[src/rtl/laneAlignPkg.sv]
package laneAlignPkg;
  localparam logic [7:0] CHAR_COMMA = 8'hBC;
  localparam logic [7:0] CHAR_START = 8'h1C;
  localparam logic [7:0] CHAR_END   = 8'h7C;
  localparam logic [7:0] CHAR_MARK  = 8'h9C;

  typedef enum logic [1:0] {
    PH_COMMA = 2'd0,
    PH_ALIGN = 2'd1,
    PH_USER  = 2'd2
  } phase_t;

  // one-hot strobes from the sequencer to the octet path
  typedef struct packed {
    logic selComma;
    logic selStart;
    logic selEnd;
    logic selMark;
    logic selCfg;
    logic selFill;
    logic selUser;
  } pathSel_t;
endpackage

[src/rtl/laneAlignLmfc.sv]
module laneAlignLmfc #(
  parameter int FW = 8,
  parameter int KW = 5,
  localparam int PW = FW + KW
) (
  input  logic          clk,
  input  logic          rstN,
  input  logic [FW-1:0] frameOctM1,
  input  logic [KW-1:0] framesM1,
  output logic [PW-1:0] pos,
  output logic          atLast
);
  logic [PW:0]   fCnt, kCnt, prod;
  logic [PW-1:0] lastPos;

  // undo the minus-one encoding before multiplying
  always_comb begin
    fCnt    = (PW+1)'(frameOctM1) + (PW+1)'(1);
    kCnt    = (PW+1)'(framesM1) + (PW+1)'(1);
    prod    = fCnt * kCnt;
    lastPos = PW'(prod - (PW+1)'(1));
  end

  assign atLast = (pos >= lastPos);

  always_ff @(posedge clk) begin
    if (!rstN)       pos <= '0;
    else if (atLast) pos <= '0;
    else             pos <= pos + PW'(1);
  end
endmodule

[src/rtl/laneAlignCtrl.sv]
module laneAlignCtrl
  import laneAlignPkg::*;
#(
  parameter int PW    = 13,
  parameter int CFG_N = 14,
  parameter int MF_N  = 4,
  localparam int MW   = (MF_N > 1) ? $clog2(MF_N) : 1
) (
  input  logic          clk,
  input  logic          rstN,
  input  logic          syncN,
  input  logic [PW-1:0] pos,
  input  logic          atLast,
  output phase_t        phase,
  output logic [MW-1:0] mfIdx,
  output pathSel_t      sel
);
  localparam logic [MW-1:0] MF_LAST   = MW'(MF_N - 1);
  localparam logic [MW-1:0] MF_CFG    = MW'(1);
  localparam logic [PW-1:0] POS_MARK  = PW'(1);
  localparam logic [PW-1:0] CFG_FIRST = PW'(2);
  localparam logic [PW-1:0] CFG_END   = PW'(2 + CFG_N);

  always_ff @(posedge clk) begin
    if (!rstN || !syncN) begin
      phase <= PH_COMMA;
      mfIdx <= '0;
    end else begin
      unique case (phase)
        PH_COMMA: if (atLast) begin
          phase <= PH_ALIGN;
          mfIdx <= '0;
        end
        PH_ALIGN: if (atLast) begin
          if (mfIdx == MF_LAST) phase <= PH_USER;
          else                  mfIdx <= mfIdx + MW'(1);
        end
        default: phase <= PH_USER;
      endcase
    end
  end

  logic inCfgMf;
  assign inCfgMf = (mfIdx == MF_CFG);

  always_comb begin
    sel = '0;
    unique case (phase)
      PH_COMMA: sel.selComma = 1'b1;
      PH_ALIGN: begin
        if (pos == '0)                                       sel.selStart = 1'b1;
        else if (atLast)                                     sel.selEnd   = 1'b1;
        else if (inCfgMf && pos == POS_MARK)                 sel.selMark  = 1'b1;
        else if (inCfgMf && pos >= CFG_FIRST && pos < CFG_END) sel.selCfg = 1'b1;
        else                                                 sel.selFill  = 1'b1;
      end
      default: sel.selUser = 1'b1;
    endcase
  end
endmodule

[src/rtl/laneAlignPath.sv]
module laneAlignPath
  import laneAlignPkg::*;
#(
  parameter int PW    = 13,
  parameter int OW    = 8,
  parameter int CFG_N = 14
) (
  input  pathSel_t            sel,
  input  logic [PW-1:0]       pos,
  input  logic [CFG_N*OW-1:0] cfgOctets,
  input  logic [OW-1:0]       userData,
  input  logic                userCtrl,
  output logic [OW-1:0]       txOctet,
  output logic                txIsCtrl,
  output logic                txScrBypass
);
  localparam logic [PW-1:0] CFG_FIRST = PW'(2);

  logic [OW-1:0] cfgArr [CFG_N];
  logic [PW-1:0] cfgOff;
  logic [OW-1:0] cfgPick;

  for (genvar i = 0; i < CFG_N; i++) begin : gCfg
    assign cfgArr[i] = cfgOctets[i*OW +: OW];
  end

  assign cfgOff = pos - CFG_FIRST;

  always_comb begin
    cfgPick = '0;
    for (int i = 0; i < CFG_N; i++)
      if (cfgOff == PW'(i)) cfgPick = cfgArr[i];
  end

  always_comb begin
    txOctet  = CHAR_COMMA;
    txIsCtrl = 1'b1;
    if (sel.selStart)     txOctet = CHAR_START;
    else if (sel.selEnd)  txOctet = CHAR_END;
    else if (sel.selMark) txOctet = CHAR_MARK;
    else if (sel.selCfg) begin
      txOctet  = cfgPick;
      txIsCtrl = 1'b0;
    end else if (sel.selFill) begin
      txOctet  = pos[OW-1:0];
      txIsCtrl = 1'b0;
    end else if (sel.selUser) begin
      txOctet  = userData;
      txIsCtrl = userCtrl;
    end
    txScrBypass = !sel.selUser;
  end
endmodule

[src/rtl/laneAlignTx.sv]
module laneAlignTx
  import laneAlignPkg::*;
#(
  parameter int FW    = 8,
  parameter int KW    = 5,
  parameter int OW    = 8,
  parameter int CFG_N = 14,
  parameter int MF_N  = 4,
  localparam int PW   = FW + KW,
  localparam int MW   = (MF_N > 1) ? $clog2(MF_N) : 1
) (
  input  logic                clk,
  input  logic                rstN,
  input  logic                syncN,
  input  logic [FW-1:0]       frameOctM1,
  input  logic [KW-1:0]       framesM1,
  input  logic [CFG_N*OW-1:0] cfgOctets,
  input  logic [OW-1:0]       userData,
  input  logic                userCtrl,
  output logic [OW-1:0]       txOctet,
  output logic                txIsCtrl,
  output logic                txScrBypass
);
  logic [PW-1:0] lmfcPos;
  logic          lmfcLast;
  phase_t        phase;
  logic [MW-1:0] mfIdx;
  pathSel_t      sel;

  laneAlignLmfc #(.FW(FW), .KW(KW)) i_lmfc (
    .clk(clk), .rstN(rstN), .frameOctM1(frameOctM1), .framesM1(framesM1),
    .pos(lmfcPos), .atLast(lmfcLast)
  );

  laneAlignCtrl #(.PW(PW), .CFG_N(CFG_N), .MF_N(MF_N)) i_ctrl (
    .clk(clk), .rstN(rstN), .syncN(syncN), .pos(lmfcPos), .atLast(lmfcLast),
    .phase(phase), .mfIdx(mfIdx), .sel(sel)
  );

  laneAlignPath #(.PW(PW), .OW(OW), .CFG_N(CFG_N)) i_path (
    .sel(sel), .pos(lmfcPos), .cfgOctets(cfgOctets), .userData(userData),
    .userCtrl(userCtrl), .txOctet(txOctet), .txIsCtrl(txIsCtrl),
    .txScrBypass(txScrBypass)
  );
endmodule

[config.mk]
export PLATFORM = sky130hd
export DESIGN_NAME = laneAlignTx
export DESIGN_NICKNAME = d
export VERILOG_FILES = /design/src/rtl/laneAlignPkg.sv /design/src/rtl/laneAlignLmfc.sv /design/src/rtl/laneAlignCtrl.sv /design/src/rtl/laneAlignPath.sv /design/src/rtl/laneAlignTx.sv
export SDC_FILE = /design/constraint.sdc
export NUM_CORES = 1
export LEC_CHECK = 0
export ABC_AREA = 1
export BUFFER_PORTS_ARGS = -buffer_cell sky130_fd_sc_hd__buf_2
export CORE_MARGIN = 1.5
export CORE_UTILIZATION = 59
export CTS_CLUSTER_SIZE = 30
export DETAILED_ROUTE_END_ITERATION = 7
export GPL_ROUTABILITY_DRIVEN = 0
export HOLD_SLACK_MARGIN = 0.1
export PLACE_DENSITY = 0.95
export RECOVER_POWER = 50
export SYNTH_ARGS = -nofsm -noshare
export SYNTH_HDL_FRONTEND = slang
export SYNTH_HIERARCHICAL = 1
export SYNTH_SLANG_ARGS = --single-unit
[constraint.sdc]
create_clock -name clk -period 15.6 [get_ports clk]
set_clock_uncertainty 0.05 [all_clocks]
set_input_delay 1.56 -clock clk [delete_from_list [all_inputs] [get_ports clk]]
set_output_delay 1.56 -clock clk [all_outputs]
set_load 0.02 [all_outputs]
Word-level counts from Yosys, hierarchy flattened. Index checks and enable logic that the tools add are counted.

Add/subtract/negate cells: 6. Multiply operators: 1. $lt $le $gt $ge: 3. Equal/unequal tests: 21. Multiplexer cells: 43. Bitwise gates (word level): 1. Reduce and logical (&&, ||, !) cells: 14.

Operators with widths (count): 8-bit 2-to-1 mux (20); 13-bit by 4-bit equality test with 1-bit output, second input constant (6); 13-bit by 3-bit equality test with 1-bit output, second input constant (4); 13-bit by 1-bit equality test with 1-bit output, second input constant (2); 13-bit by 2-bit equality test with 1-bit output, second input constant (2); 13-bit logical NOT (2); 14-bit by 14-bit multiplier with 13-bit output (1); 2-bit 2-to-1 mux (7); 13-bit by 1-bit adder with 13-bit output, second input constant (1); 13-bit >= comparator (1); 13-bit by 2-bit >= comparator with 1-bit output, second input constant (1); 13-bit by 5-bit < comparator with 1-bit output, second input constant (1); 13-bit by 1-bit subtractor with 13-bit output, second input constant (1); 13-bit by 2-bit subtractor with 13-bit output, second input constant (1); 1-bit 2-to-1 mux (11); 8-bit by 1-bit adder with 9-bit output, second input constant (1); 2-bit case mux with 2 select lines (2); 5-bit by 1-bit adder with 6-bit output, second input constant (1); 2-bit by 1-bit inequality test with 1-bit output, second input constant (3); 5-bit 2-to-1 mux (1); 2-bit by 1-bit equality test with 1-bit output, second input constant (2); 4-bit 2-to-1 mux (1); 4-bit AND reduction (1); 2-bit OR reduction (2); other kinds (11) (14).

Flip-flop bits (word level): 17. Input bits: 137. Logic and storage cells: 92.

Depth between registers and ports, before layout. Gate-level depths: netlist (run 1).

Depth after elaboration: 20. Depth in mapped cells: 36. Gate-level depth less buffers: 36.

Modules after synthesis. Netlist (run 1), hierarchy kept.

By module, submodules not included: laneAlignLmfc (times used 1, cells an instance 396, area each 2852.7 µm², sequential area each 260.2 µm²); laneAlignPath (times used 1, cells an instance 404, area each 1896.8 µm², sequential area each 0.0 µm²); laneAlignCtrl (times used 1, cells an instance 70, area each 419.2 µm², sequential area each 80.1 µm²).

Worst setup path after synthesis (run 1). No wires, ideal clock.

Path type: in2out. Start: input port framesM1[1]. End: output port txOctet[5]. Arrival time: 7.468 ns. Required time: 13.990 ns. Setup slack: 6.522 ns. Stages on the path: 34. Path buffers: 0. Cell sequence: nand2_1 > nor2_1 > xnor2_1 > nor2_1 > fa_1 > inv_1 > fa_1 > inv_1 > fa_1 > inv_1 > fa_1 > inv_1 > ha_1 > a21oi_1 > o21ai_0 > nand2_1 > nand3_1 > inv_1 > nand3_1 > nand2_1 > ha_1 > a21oi_1 > o21ai_0 > a21oi_1 > nand3_1 > nor2_2 > nand2_2 > nor2_1 > nor2_1 > inv_1 > o22ai_1 > a21oi_1 > nand2_1 > a21oi_1.

RTL lines: start: declaration (line laneAlignTx.sv:16) `input logic [KW-1:0] framesM1,`; end: declaration (line laneAlignTx.sv:20) `output logic [OW-1:0] txOctet,`.

==> flow_summary.toml, run 1 <==
[run_status]
outcome = "finished clean"

[die]
die_h_um = 96.6
design.core.area_um2 = 8340
io_pins = 147
initial_utilization = 0.620
rows = 33
die_w_um = 96.6
die_area_um2 = 9330

[finish]
area.growth.synth_to_final_pct = 16.7
layout.cells.most_common = "nand2_1"
drive_gt1_frac = 0.209
n_fill_cell = 737
most_used_cells_in_the_layout_excluding_fill_and_tap_cells = "nand2_1 (227), inv_1 (153), buf_2 (144), nor2_1 (132), nand3_1 (51)"
layout.core_utilization = 0.723
area_occupied_by_multi_input_gates_um2 = 4140
design.final.nets = 1229
regArea_um2 = 340

[clocking]
clock_tree.root_cell = "clkbuf_8"
clkLatencyLatePin_ns = 0.25
clock_buffers_created_by_tritoncts = 3
cts_hold_buf = 0
clkSinkCount = 17
cts.repair_timing.setup_buffer_count = 0
cts_buffer_depth = 2
ctsResizeCount = 0
cts.reportedPaths.clkPinSlew_ns = 0.06
ctsHtreeMaxLevel = 1
cts_tree = "yes"

[power]
leakage_uw = 0.00322
overall_power_uw = 536
ir_worst_vdd_mv = 0.0967
pwr_density_cell_nw_per_um2 = 88.8

[worst_hold_path]
hold_class = "flop to flop"
hold_path_depth = 2

[global_route]
number_of_global_route_vias_before_repair = 5394
grt_first_pass_wirelength_um = 22700
grt_start_max_net_pins = 29
global_route.overflow_total = 0
track_usage = 0.304
grt_antenna_before_repair = 1

[sta]
setup-violations-final = 0
worst-slew-pin-transition_ns = 0.797
tns_ns = 0
final_min_period_over_clock_period = 0.651
final_number_of_max_transition_violations = 0
final_number_of_hold_violating_endpoints = 0
max_clock_freq_mhz = 98.4
rsz_0062_raised_after_global_routing = "no"
timing.slew.headroom = 0.466
crit_path_time_final_ns = 10.16

[critical_path]
ff2ff_path_depth = 10
crit_path_start_kind = "input pin"
crit_slowest_cell = "xnor2_1"
critical-path-max-stage-delay_ns = 0.62
crit_arrival_ns = 8.55
cp.required_ns = 13.99
critical_path.max_fanout = 14
timing.critical_path.to_type = "output pin"
crit_buf_inv = 9
setup.worst_path.class = "input pin to output pin"
crit_top_cell = "inv_1"
timing.critical_path.max_delay_family = "adder cells"
worstSetupPathDepth = 34

[route]
route.detailed.drc = 0
drtPass1Iterations = 5
routedWlPerCell_um = 12.6
routed-via-count = 5892
wirelength_routed_um = 14100
drt-vias-per-instance = 5.26
ant_nets = 0
drt_iter0_drc = 396

[yosys]
cell_count_after_synthesis = 870
synth.cell_area_um2 = 5170
cell_variety_after_synth = 49
synth_warnings = 6
synth-seq-cells = 17
async_reset_ff_frac = 0
synth_sequential_area_ratio = 0.0658
dominantRegCellSynth = "dfxtp_1"
number_of_enable_flip_flop_cells_after_synthesis = 0
avgSynthCellArea_um2 = 5.94
mappedNetlistNets = 1084

[placement]
detailedPlacementHpwl_um = 12100
buffer_ports.inserted = 146

[run]
max-cap-violations = 0
==> worst register-to-register path: cells and delay by family, from the launching register on <==
kind	cells	cell delay, ns
buffers and inverters	1	0.08
adder cells (fa/ha/maj)	1	0.34
flip-flops	1	0.57
AO/OA/AOI/OAI	4	0.62
AND/OR/NAND/NOR	4	0.54
==> cell type report <==
cell class,count,area share
Multi-Input combinational cell,677,0.687
Timing Repair Buffer,146,0.121
Inverter,170,0.107
Sequential cell,17,0.0564
Tap cell,105,0.0218
Clock buffer,4,0.00747
Antenna cell,1,0.000415
==> routing by layer <==
layer,wire [µm],vias to the layer above,share of wire,track usage
met5,0,-,0,0
met4,359,0,0.025,0.0833
met3,1140,30,0.081,0.0391
met2,6960,240,0.49,0.572
met1,5680,2610,0.40,0.358
li1,-,3012,-,-
==> cell families after synthesis <==
kind of cell | after synthesis | synth area share
and+or+nand+nor | 498 | 0.444
DFF | 17 | 0.0658
xor gates and xnor gates | 27 | 0.0472
adders and majority gates | 77 | 0.229
AOI/OAI and AO/OA | 75 | 0.0825
buffers and inverters | 176 | 0.131
==> stage by stage <==
step	setup WS, ns	hold WS (ns)	cells	cell area [µm²]
final	5.44	0.439	1120	6030
after global routing	4.76	0.478	1120	6030
after CTS	5.56	0.444	1119	6040
after detailed placement	5.58	0.434	1115	5990
after global placement	5.85	0.432	1115	5990
after floorplan	6.52	0.415	870	5170
==> flip-flops by register name, indices dropped and copies added (netlist names) <==
register	flops
i_ctrl/mfIdx	2
i_lmfc/pos	13
i_ctrl/phase	2
==> power by group <==
part	leakage [µW]	switching (µW)	total (µW)	internal, µW
Combinational	0.00306	273	457	184
Sequential	0.000138	2.54	46.7	44.2
Clock	0.0000228	13.9	32.0	18.1
==> cells in the mapped netlist (2+ instances only) <==
cell type / n / area, µm²
a21oi_2: 2 / 17.5
inv_1: 152 / 571
ha_1: 48 / 601
o21a_1: 2 / 15.0
nor2_2: 9 / 56.3
nor3_2: 6 / 60.1
inv_2: 16 / 60.1
nand4_1: 26 / 163
dfxtp_1: 17 / 340
nor3_1: 9 / 45.0
o21ai_1: 4 / 20.0
buf_2: 2 / 10.0
nand3_1: 51 / 255
clkbuf_1: 2 / 7.51
xor2_1: 16 / 140
a21o_1: 2 / 15.0
nor2_4: 3 / 33.8
nand3b_1: 6 / 45.0
or2_2: 4 / 25.0
o21ai_2: 3 / 26.3
o22ai_1: 2 / 12.5
o21ai_0: 22 / 110
nand2_2: 10 / 62.6
xnor2_1: 10 / 87.6
a211oi_1: 2 / 15.0
nand3_2: 3 / 30.0
nand3_4: 3 / 52.6
inv_4: 2 / 12.5
nor4_4: 2 / 42.5
nor2_1: 132 / 495
nand2_1: 226 / 848
a21oi_1: 31 / 155
fa_1: 29 / 581
==> path summary, 6_finish.rpt <==
kind | startpoint | to | slack (ns)
min reg2reg | i_ctrl/mfIdx[1]$_SDFFE_PP0P_ | i_ctrl/mfIdx[1]$_SDFFE_PP0P_ | 0.44
max reg2reg | i_lmfc/pos[4]$_SDFF_PP0_ | i_ctrl/mfIdx[1]$_SDFFE_PP0P_ | 13.33
max | framesM1[0] | txOctet[5] | 5.44
min | i_ctrl/mfIdx[1]$_SDFFE_PP0P_ | i_ctrl/mfIdx[1]$_SDFFE_PP0P_ | 0.44
Note: power is estimated with default switching activity, not from simulation.
==> run 2, diff against run 1 <==
--- a/config.mk
+++ b/config.mk
@@ -8,7 +8,7 @@
 export ABC_AREA = 1
 export BUFFER_PORTS_ARGS = -buffer_cell sky130_fd_sc_hd__buf_2
 export CORE_MARGIN = 1.5
-export CORE_UTILIZATION = 59
+export CORE_UTILIZATION = 55
 export CTS_CLUSTER_SIZE = 30
 export DETAILED_ROUTE_END_ITERATION = 7
 export GPL_ROUTABILITY_DRIVEN = 0
==> constraint.sdc (replaced) <==
create_clock -name clk -period 10.3 [get_ports clk]
set_clock_uncertainty 0.05 [all_clocks]
set_input_delay 1.03 -clock clk [delete_from_list [all_inputs] [get_ports clk]]
set_output_delay 1.03 -clock clk [all_outputs]
set_load 0.02 [all_outputs]
==> run 2 against run 1 <==
Effect of this change:
- flip-flop and latch count did not move
- final cell count increased by 0.45%
- critical path type unchanged
- register-to-register slack lost 5.3 ns
- sequential power up 51%
- count of clock-buffer cells in the layout is 1 lower
- largest cell class unchanged
- worst hold slack gained 0.0072 ns
- sequential share of layout area about the same
- utilization decreased by 6.7 points
- critical path depth decreased by 2
- highest routed layer unchanged
==> flow_summary.toml, run 2 (synthesis gave the netlist of run 1 again) <==
[run_status]
outcome = "finished clean"

[finish]
regMostFlops = "i_lmfc/pos"
design.final.nets = 1229
top_regs = "i_lmfc/pos x13, i_ctrl/mfIdx x2, i_ctrl/phase x2"
layout.core_utilization = 0.657
area.growth.synth_to_final_pct = 16.8
layout.cells.most_common = "nand2_1"
max_ffs_per_register = 13
drive_gt1_frac = 0.209
n_antenna_cell = 0
most_used_cells_in_the_layout_excluding_fill_and_tap_cells = "nand2_1 (227), inv_1 (154), buf_2 (144), nor2_1 (132), nand3_1 (51)"

[sta]
final_number_of_max_transition_violations = 0
crit_path_time_final_ns = 9.32
rsz_0062_raised_after_global_routing = "no"
tns_ns = 0
final_min_period_over_clock_period = 0.905
final_number_of_hold_violating_endpoints = 0
timing.slew.headroom = 0.445
worst-slew-pin-transition_ns = 0.829
setup-violations-final = 0
max_clock_freq_mhz = 107

[run]
max-cap-violations = 0

[clocking]
cts.reportedPaths.clkPinSlew_ns = 0.06
cts_hold_buf = 0
cts_buffer_depth = 2
cts.repair_timing.setup_buffer_count = 0
cts_tree = "yes"
clock_tree.root_cell = "clkbuf_8"
ctsResizeCount = 0
clkLatencyLatePin_ns = 0.26
clock_buffers_created_by_tritoncts = 3
clkSinkCount = 17
ctsHtreeMaxLevel = 1

[critical_path]
critical-path-max-stage-delay_ns = 0.63
critical_path.max_fanout = 14
cp.required_ns = 9.22
crit_slowest_cell = "nor2_1"
crit_path_start_kind = "input pin"
crit_top_cell = "inv_1"
setup.worst_path.class = "input pin to output pin"
timing.critical_path.to_type = "output pin"
crit_arrival_ns = 8.24

[power]
pwr-share-clk = 0.061
pwr_density_cell_nw_per_um2 = 135
p_int_uw = 371
power.sequential.fraction = 0.086
netSwitchingFraction = 0.545
ir_worst_vdd_mv = 0.119
overall_power_uw = 816
combPwrFrac = 0.853
p_sw_uw = 444
leakage_uw = 0.00322

[route]
drt_iter0_drc = 499
drt-vias-per-instance = 5.35
route.detailed.drc = 0
ant_nets = 0
routed-via-count = 6014
wirelength_routed_um = 13900
drtPass1Iterations = 7
routedWlPerCell_um = 12.3

[global_route]
track_usage = 0.276
number_of_global_route_vias_before_repair = 5556
grt_antenna_before_repair = 0
grt_start_max_net_pins = 29
grt_first_pass_wirelength_um = 23200
global_route.overflow_total = 0

[die]
rows = 35
io_pins = 147
die_area_um2 = 9990
initial_utilization = 0.562
design.core.area_um2 = 9200
die_h_um = 99.9
die_w_um = 99.9

[worst_hold_path]
hold_class = "flop to flop"

[placement]
detailedPlacementHpwl_um = 11900
buffer_ports.inserted = 146
[run 2: changes by cell type in the layout (fill, tap and decap cells not counted)]
| cell | delta |
|---|---|
| inv_2 | -1 |
| a21oi_2 | -1 |
| inv_1 | +1 |
| clkinv_2 | +1 |
| a21oi_1 | +1 |
| o21ai_2 | +1 |
| o21ai_0 | -1 |
| diode_2 | -1 |
| clkbuf_1 | -1 |
[run 2: final timing paths]
path | slack, ns | depth (start not counted) | to | start
max | 0.98 | 32 | txOctet[5] | framesM1[0]
min | 0.45 | 2 | i_ctrl/mfIdx[1]$_SDFFE_PP0P_ | i_ctrl/mfIdx[1]$_SDFFE_PP0P_
max reg2reg | 8.02 | 6 | i_lmfc/pos[5]$_SDFF_PP0_ | i_lmfc/pos[4]$_SDFF_PP0_
min reg2reg | 0.45 | 2 | i_ctrl/mfIdx[1]$_SDFFE_PP0P_ | i_ctrl/mfIdx[1]$_SDFFE_PP0P_
[run 2: through the flow]
step	hold WS (ns)	setup WS (ns)	instance area, µm²	std cells
floorplan	0.415	2.28	5170	870
global placement	0.431	1.61	6000	1121
detailed placement	0.437	1.29	6000	1121
CTS	0.449	1.28	6050	1125
global route	0.474	0.387	6040	1125
finish	0.446	0.979	6040	1125
[run 2: worst max-delay path: cells and delay by family]
family / cells / cell delay (ns)
simple gates: 8 / 1.48
compound gates: 7 / 1.14
xor+xnor: 2 / 0.76
buf+inv: 9 / 1.07
fa+ha+maj: 6 / 2.75
[run 2: power by group through the flow]
stage	logic, µW	clock network [µW]	registers, µW
2_1_floorplan	536	0	70.8
3_3_place_gp	651	0	71.8
4_1_cts	689	50.7	70.3
5_1_grt	799	54.1	70.8
3_5_place_dp	686	0	71.8
6_report	696	49.7	70.5
[run 2: layer usage]
metal  global-route usage  vias up  part of all wire
li1                     -     3007                 -
met1                0.332     2662              0.40
met2                0.502      289              0.48
met3               0.0460       56             0.077
met4               0.0856        0             0.035
met5                    0        -                 0
[run 2: area by class of cell]
type / count / area (µm²)
multi-input combinational: 677 / 4140
timing repair buffer: 146 / 728
tap: 111 / 139
inverter: 170 / 643
fill: 805 / 3160
clock inverter: 1 / 5.00
sequential: 17 / 340
clock buffer: 3 / 41.3
